`src/rtl/gpio_bank_pkg.sv`:
```
package gpio_bank_pkg;

    localparam int unsigned IDX_W = 8;

    localparam logic [31:0] CTL_OFS  = 32'h0000_007C;
    localparam logic [31:0] CFG_BASE = 32'h0000_0100;

    localparam int B_OUT  = 31;
    localparam int B_IN   = 30;
    localparam int B_DIR  = 2;
    localparam int B_USE  = 0;
    localparam int B_SOFF = 2;

    typedef enum logic [2:0] {
        RK_NONE,
        RK_OWN,
        RK_CTL,
        RK_CFG1,
        RK_CFG2
    } reg_kind_e;

    typedef struct packed {
        reg_kind_e        kind;
        logic [IDX_W-1:0] idx;
    } reg_sel_t;

    typedef struct packed {
        logic out_lvl;
        logic dir_in;
        logic use_gpio;
    } pad_fields_t;

    typedef struct packed {
        logic       sense_off;
        logic [1:0] pull;
    } sense_fields_t;

    localparam pad_fields_t   PAD_RST   = '{out_lvl: 1'b0, dir_in: 1'b1, use_gpio: 1'b1};
    localparam sense_fields_t SENSE_RST = '{sense_off: 1'b1, pull: 2'b00};

    // Map a byte address onto a register kind and an index (word or pin).
    function automatic reg_sel_t decode_addr(input logic [31:0] a, input int unsigned npins);
        logic [31:0]  wa;
        logic [31:0]  pin;
        int unsigned  words;
        reg_sel_t     s;
        wa     = a & ~32'h3;
        words  = (npins + 31) / 32;
        pin    = (wa - CFG_BASE) >> 3;
        s.kind = RK_NONE;
        s.idx  = '0;
        if (wa < 32'(words * 4)) begin
            s.kind = RK_OWN;
            s.idx  = IDX_W'(wa >> 2);
        end else if (wa == CTL_OFS) begin
            s.kind = RK_CTL;
        end else if (wa >= CFG_BASE && pin < 32'(npins)) begin
            s.kind = wa[2] ? RK_CFG2 : RK_CFG1;
            s.idx  = IDX_W'(pin);
        end
        return s;
    endfunction

    function automatic logic [31:0] cfg1_word(input pad_fields_t p, input logic lvl);
        logic [31:0] w;
        w        = '0;
        w[B_OUT] = p.out_lvl;
        w[B_IN]  = lvl;
        w[B_DIR] = p.dir_in;
        w[B_USE] = p.use_gpio;
        return w;
    endfunction

    function automatic logic [31:0] cfg2_word(input sense_fields_t s);
        logic [31:0] w;
        w         = '0;
        w[B_SOFF] = s.sense_off;
        w[1:0]    = s.pull;
        return w;
    endfunction

endpackage

```
`src/rtl/gpio_pin_cell.sv`:
```
module gpio_pin_cell
    import gpio_bank_pkg::*;
#(
    parameter int unsigned SYNC_STAGES = 2
) (
    input  logic          clk,
    input  logic          rst,
    input  logic          wr_pad_en,
    input  logic          wr_sense_en,
    input  pad_fields_t   pad_nxt,
    input  sense_fields_t sense_nxt,
    input  logic          pad_i,
    output pad_fields_t   pad_q,
    output sense_fields_t sense_q,
    output logic          level_o
);

    logic [SYNC_STAGES-1:0] sync_q;

    always_ff @(posedge clk) begin
        if (rst) begin
            pad_q   <= PAD_RST;
            sense_q <= SENSE_RST;
            sync_q  <= '0;
        end else begin
            if (wr_pad_en)   pad_q   <= pad_nxt;
            if (wr_sense_en) sense_q <= sense_nxt;
            sync_q <= {sync_q[SYNC_STAGES-2:0], pad_i};
        end
    end

    // Gate after the synchronizer, so sensing on/off acts at once.
    assign level_o = sync_q[SYNC_STAGES-1] & ~sense_q.sense_off;

endmodule

```
`src/rtl/gpio_bank_rdmux.sv`:
```
module gpio_bank_rdmux
    import gpio_bank_pkg::*;
#(
    parameter int unsigned NUM_PINS = 95,
    parameter int unsigned WORDS    = 3
) (
    input  reg_sel_t                       sel,
    input  logic          [WORDS-1:0][31:0] own_words,
    input  pad_fields_t   [NUM_PINS-1:0]   pad_q,
    input  sense_fields_t [NUM_PINS-1:0]   sense_q,
    input  logic          [NUM_PINS-1:0]   level,
    input  logic                           irq_sel,
    output logic          [31:0]           rdata
);

    always_comb begin
        rdata = '0;
        case (sel.kind)
            RK_OWN: begin
                for (int w = 0; w < int'(WORDS); w++) begin
                    if (sel.idx == IDX_W'(w)) rdata = own_words[w];
                end
            end
            RK_CTL: rdata = {31'b0, irq_sel};
            RK_CFG1: begin
                for (int p = 0; p < int'(NUM_PINS); p++) begin
                    if (sel.idx == IDX_W'(p)) rdata = cfg1_word(pad_q[p], level[p]);
                end
            end
            RK_CFG2: begin
                for (int p = 0; p < int'(NUM_PINS); p++) begin
                    if (sel.idx == IDX_W'(p)) rdata = cfg2_word(sense_q[p]);
                end
            end
            default: rdata = '0;
        endcase
    end

endmodule

```
`src/rtl/gpio_bank.sv`:
```
module gpio_bank
    import gpio_bank_pkg::*;
#(
    parameter int unsigned NUM_PINS = 95,
    parameter int unsigned ADDR_W   = 10
) (
    input  logic                  clk,
    input  logic                  rst,
    input  logic [ADDR_W-1:0]     bus_addr,
    input  logic                  bus_wr,
    input  logic [31:0]           bus_wdata,
    output logic [31:0]           bus_rdata,
    input  logic [NUM_PINS-1:0]   owner_strap,
    input  logic [NUM_PINS-1:0]   pad_in,
    output logic [NUM_PINS-1:0]   pad_out,
    output logic [NUM_PINS-1:0]   pad_oe,
    output logic [2*NUM_PINS-1:0] pad_pull,
    output logic [NUM_PINS-1:0]   pin_level,
    output logic                  irq_sel
);

    localparam int unsigned WORDS    = (NUM_PINS + 31) / 32;
    localparam int unsigned OWN_BITS = WORDS * 32;

    reg_sel_t                      sel;
    pad_fields_t                   wr_pad;
    sense_fields_t                 wr_sense;
    pad_fields_t   [NUM_PINS-1:0]  pad_q;
    sense_fields_t [NUM_PINS-1:0]  sense_q;
    logic          [WORDS-1:0][31:0] own_words;
    logic                          unused_wbits;

    assign sel       = decode_addr(32'(bus_addr), NUM_PINS);
    assign own_words = OWN_BITS'(owner_strap);

    assign wr_pad   = '{out_lvl: bus_wdata[B_OUT], dir_in: bus_wdata[B_DIR], use_gpio: bus_wdata[B_USE]};
    assign wr_sense = '{sense_off: bus_wdata[B_SOFF], pull: bus_wdata[1:0]};
    assign unused_wbits = ^{bus_wdata[30:3]};

    always_ff @(posedge clk) begin
        if (rst)                                irq_sel <= 1'b0;
        else if (bus_wr && sel.kind == RK_CTL)  irq_sel <= bus_wdata[0];
    end

    for (genvar g = 0; g < int'(NUM_PINS); g++) begin : g_pin
        logic wr1, wr2;
        assign wr1 = bus_wr && sel.kind == RK_CFG1 && sel.idx == IDX_W'(g);
        assign wr2 = bus_wr && sel.kind == RK_CFG2 && sel.idx == IDX_W'(g);

        gpio_pin_cell #(.SYNC_STAGES(2)) u_cell (
            .clk         (clk),
            .rst         (rst),
            .wr_pad_en   (wr1),
            .wr_sense_en (wr2),
            .pad_nxt     (wr_pad),
            .sense_nxt   (wr_sense),
            .pad_i       (pad_in[g]),
            .pad_q       (pad_q[g]),
            .sense_q     (sense_q[g]),
            .level_o     (pin_level[g])
        );

        assign pad_out[g]       = pad_q[g].out_lvl;
        assign pad_oe[g]        = pad_q[g].use_gpio & ~pad_q[g].dir_in;
        assign pad_pull[2*g +: 2] = sense_q[g].pull;
    end

    gpio_bank_rdmux #(.NUM_PINS(NUM_PINS), .WORDS(WORDS)) u_rdmux (
        .sel       (sel),
        .own_words (own_words),
        .pad_q     (pad_q),
        .sense_q   (sense_q),
        .level     (pin_level),
        .irq_sel   (irq_sel),
        .rdata     (bus_rdata)
    );

endmodule

```
`config.mk`:
```
export PLATFORM = sky130hd
export DESIGN_NAME = gpio_bank
export DESIGN_NICKNAME = d
export VERILOG_FILES = /design/src/rtl/gpio_bank_pkg.sv /design/src/rtl/gpio_pin_cell.sv /design/src/rtl/gpio_bank_rdmux.sv /design/src/rtl/gpio_bank.sv
export SDC_FILE = /design/constraint.sdc
export NUM_CORES = 2
export LEC_CHECK = 0
export ABC_AREA = 1
export BUFFER_PORTS_ARGS = -buffer_cell sky130_fd_sc_hd__buf_2
export CAP_MARGIN = 20
export CORE_AREA = 2 2 300 302
export CTS_CLUSTER_DIAMETER = 100
export CTS_CLUSTER_SIZE = 8
export DETAILED_ROUTE_END_ITERATION = 7
export DIE_AREA = 0 0 302 304
export GPL_TIMING_DRIVEN = 0
export PLACE_DENSITY = 0.78
export SLEW_MARGIN = 20
export SYNTH_ARGS = -nofsm -noshare
export SYNTH_HDL_FRONTEND = slang
export SYNTH_SLANG_ARGS = --single-unit
```
`constraint.sdc`:
```
create_clock -name clk -period 11.73 [get_ports clk]
set_clock_uncertainty 0.1 [all_clocks]
set_input_delay 3.519 -clock clk [delete_from_list [all_inputs] [get_ports clk]]
set_output_delay 3.519 -clock clk [all_outputs]
set_load 0.05 [all_outputs]
```
==> results.md <==
- Top area cells in the synthesized netlist: dfxtp_1 (40%), nand2_1 (12%), nor2_1 (11%), inv_1 (9.1%), buf_4 (7.5%)
- Leakage power: 24.1 nW
- Combinational Power Share: 11.1%
- Sw Share: 27.1%
- Int Pwr: 4.41 mW
- Synth warn: 0
- Port buffer count: 708
- DRT iter0 DRCs: 4,211
- Placed Cells: 7,705
- CTS tree: built
- I/O pin total: 743
- Max incr delay on CP: 0.26 ns
- Dpl ws: -3.49 ns
- Synth-to-layout area growth: 24.6%
- Remaining global-route overflow: 0
- Hold_buf cts: 0
- Slew Limit Fails: 0
- Num Clock Sinks: 761
- Critical path endpoint category: output port
- Syn Std Cell Area: 0.0379 sq mm
- Reg power frac: 43.5%
- Post-Layout Inst Area: 0.0472 sq mm
- Post-Place Cell Area: 0.0431 sq mm
- Failing checks: negative setup slack
- Max frequency: 68.5 MHz
- Site Rows: 110
- Hold WC Path Type: flop to flop
- Die area: 0.0918 sq mm
- Final worst-path setup slack: -2.87 ns
- Hold violation count in the final report: 0
- Data required, critical path: 8.11 ns
- Syn Inst Count: 5,820
- CP dominant cell by count: nand2_1
- Via Count: 41,090
- Crit path launch type: input port
- Count leader, synth: nand2_1
- CP Class: input port to output port
- Psw: 1.64 mW
- Cell Pwr Density: 128 mW/mm^2
- Worst-path maximum fanout: 5
- Initial DRT Pass Iterations: 6
- Top cell type by total area after synthesis: dfxtp_1
- Clk Latency, worst-skew pair: 0.69 ns
- H-tree Lvls: 3
- Max-cap violations: 0
- RSZ-0062 raised after global routing: yes
- Tcrit/Tclk final: 124%
- Final ANT Viol Nets: 0
- Largest net degree at the start of global routing: 15
- Asr flop ratio synth: 0%
- Final TNS setup: -13.75 ns
- Slew margin rel.: 18.1%
- # DRC: 0
- Post-synth top flop: dfxtp_1
- Initial antenna violation count: 11
- CP max-delay cell: nand4_1
- Total global-route track usage: 34.2%
- Finish-stage setup viols: 5
- GP Congestion: 0.940
- VDD IR max: 0.117 mV
- Final Instance Count excl. Fillers: 7,878
- Total Routed Length: 165 mm
- HPWL after detailed placement: 123 mm
- Vias per std cell: 5.22
- Starting Density: 42.6%
- Vias in the first global route: 37,735
- Total CTS buffers: 105
- Status: finished with violations
- Synth top cells by count: nand2_1 (1,211), nor2_1 (1,091), inv_1 (917), dfxtp_1 (761), o21ai_0 (401)
- First-pass GRT wire length: 234 mm
- Crit path buffers/inverters: 7
- Die Ht: 304 um
- Actual slew at the worst max-slew pin: 1.23 ns
- Die width: 302 um
- Layout cells sized above 1: 23.9%
- Reg clk slew, reported paths: 0.05 ns
- Wirelength per Cell: 21.0 um
- Final min period: 14.60 ns
- Sequential share of the synthesized area: 40.2%
- EDFF count, synth: 0
- Worst EP arrival: 10.98 ns
- #FFs+latches synth: 761
- Delay-heaviest family, CP: simple AND/OR/NAND/NOR gates
- Clock root buffer: clkbuf_16
- Power share of the clock group: 45.4%
- Avg Inst Size Synth: 6.51 sq um
- Core Region: 0.0890 sq mm
- Longest Clk Path Bufs: 3
- Synth Net Count: 6,057
- Synth top area share: 40.2%
- Cell variety after synth: 38
- Nets: 6,923
## through the flow
stage	power, mW	hold slack [ns]	util [%]
6_report	6.06	0.286	53.0
2_1_floorplan	2.99	0.288	-
3_3_place_gp	3.26	0.289	48.4
5_1_grt	6.20	0.290	53.0
4_1_cts	6.01	0.289	52.4
3_5_place_dp	3.26	0.292	48.4
## worst min-delay path: stages (launching register included)
cell	delay, ns
dfxtp_1	0.29
inv_1	0.04
nor2_1	0.03
## layout make-up
cell class	instances	area, sq um
clock buffer	109	2710
sequential	761	15200
clock inverter	5	80.1
tap	1176	1470
multi-input combinational	3544	16400
timing repair buffer	759	4050
inverter	946	3660
fill	8535	41800
antenna	9	22.5
buffer	569	3610
## sequential cells by signal, indices dropped and copies added (netlist names)
register / count
g_pin.u_cell.pad_q: 285
irq_sel: 1
g_pin.u_cell.sync_q: 190
g_pin.u_cell.sense_q: 285
## placed cells by master, fill, tap and decap left out, types with 5 or more instances in the layout
| cell type | n |
|---|---|
| nand4_1 | 41 |
| nand2_2 | 85 |
| or2_2 | 85 |
| nand3_4 | 8 |
| o21ai_1 | 6 |
| inv_2 | 12 |
| clkbuf_1 | 147 |
| inv_4 | 7 |
| a21oi_1 | 241 |
| clkbuf_16 | 108 |
| nor2_2 | 18 |
| buf_6 | 7 |
| buf_4 | 423 |
| a221o_1 | 12 |
| clkbuf_2 | 12 |
| buf_2 | 700 |
| nor2_1 | 1070 |
| clkinv_8 | 5 |
| buf_1 | 28 |
| nand3_1 | 234 |
| nand2_1 | 1112 |
| o211ai_1 | 119 |
| o21ai_0 | 400 |
| buf_8 | 6 |
| nand2_4 | 24 |
| clkinvlp_4 | 8 |
| dfxtp_1 | 761 |
| diode_2 | 9 |
| inv_1 | 907 |
| nand3_2 | 48 |
| nor2_4 | 13 |
## cell families after synthesis
kind of cell               count (synthesis)  synth area share (%)
AOI/OAI and AO/OA                        793                  11.5
adders and majority gates                  2                0.0660
buffers and inverters                   1515                  18.9
DFF                                      761                  40.2
and+or+nand+nor                         2749                  29.4
## worst paths after layout
kind                                         startpoint                                    end  slack [ns]  depth (start not counted)
setup reg to reg                   irq_sel$_SDFFE_PP0P_                   irq_sel$_SDFFE_PP0P_       10.72                          3
hold reg to reg   g_pin[18].u_cell.sync_q[0]$_SDFF_PP0_  g_pin[18].u_cell.sync_q[1]$_SDFF_PP0_        0.29                          2
setup / recovery                            bus_addr[8]                           bus_rdata[2]       -2.87                         79
hold / removal    g_pin[18].u_cell.sync_q[0]$_SDFF_PP0_  g_pin[18].u_cell.sync_q[1]$_SDFF_PP0_        0.29                          2
## layer usage
layer  GRT usage, %  part of all wire (%)  vias to the layer above
li1               -                     -                    19188
met1           41.7                    38                    18880
met2           54.0                    44                     2478
met3           6.66                   9.8                      544
met4           24.2                   7.9                        0
met5              0                     0                        -
## repair_timing
action / in CTS / in global routing
setup buffers: 31 / 19
gates resized for setup: 146 / 106
endpoints found under the hold margin: 0 / 0
pin swaps: 63 / 134
endpoints found under the setup margin: 5 / 5
## power groups by stage
stage / sequential (mW) / clock [mW] / combinational (mW)
after floorplan: 2.68 / 0 / 0.305
after global placement: 2.69 / 0 / 0.570
after detailed placement: 2.69 / 0 / 0.573
after CTS: 2.64 / 2.75 / 0.620
after global routing: 2.64 / 2.86 / 0.704
final: 2.64 / 2.75 / 0.670
No activity file was read; power rests on OpenSTA's default activity.
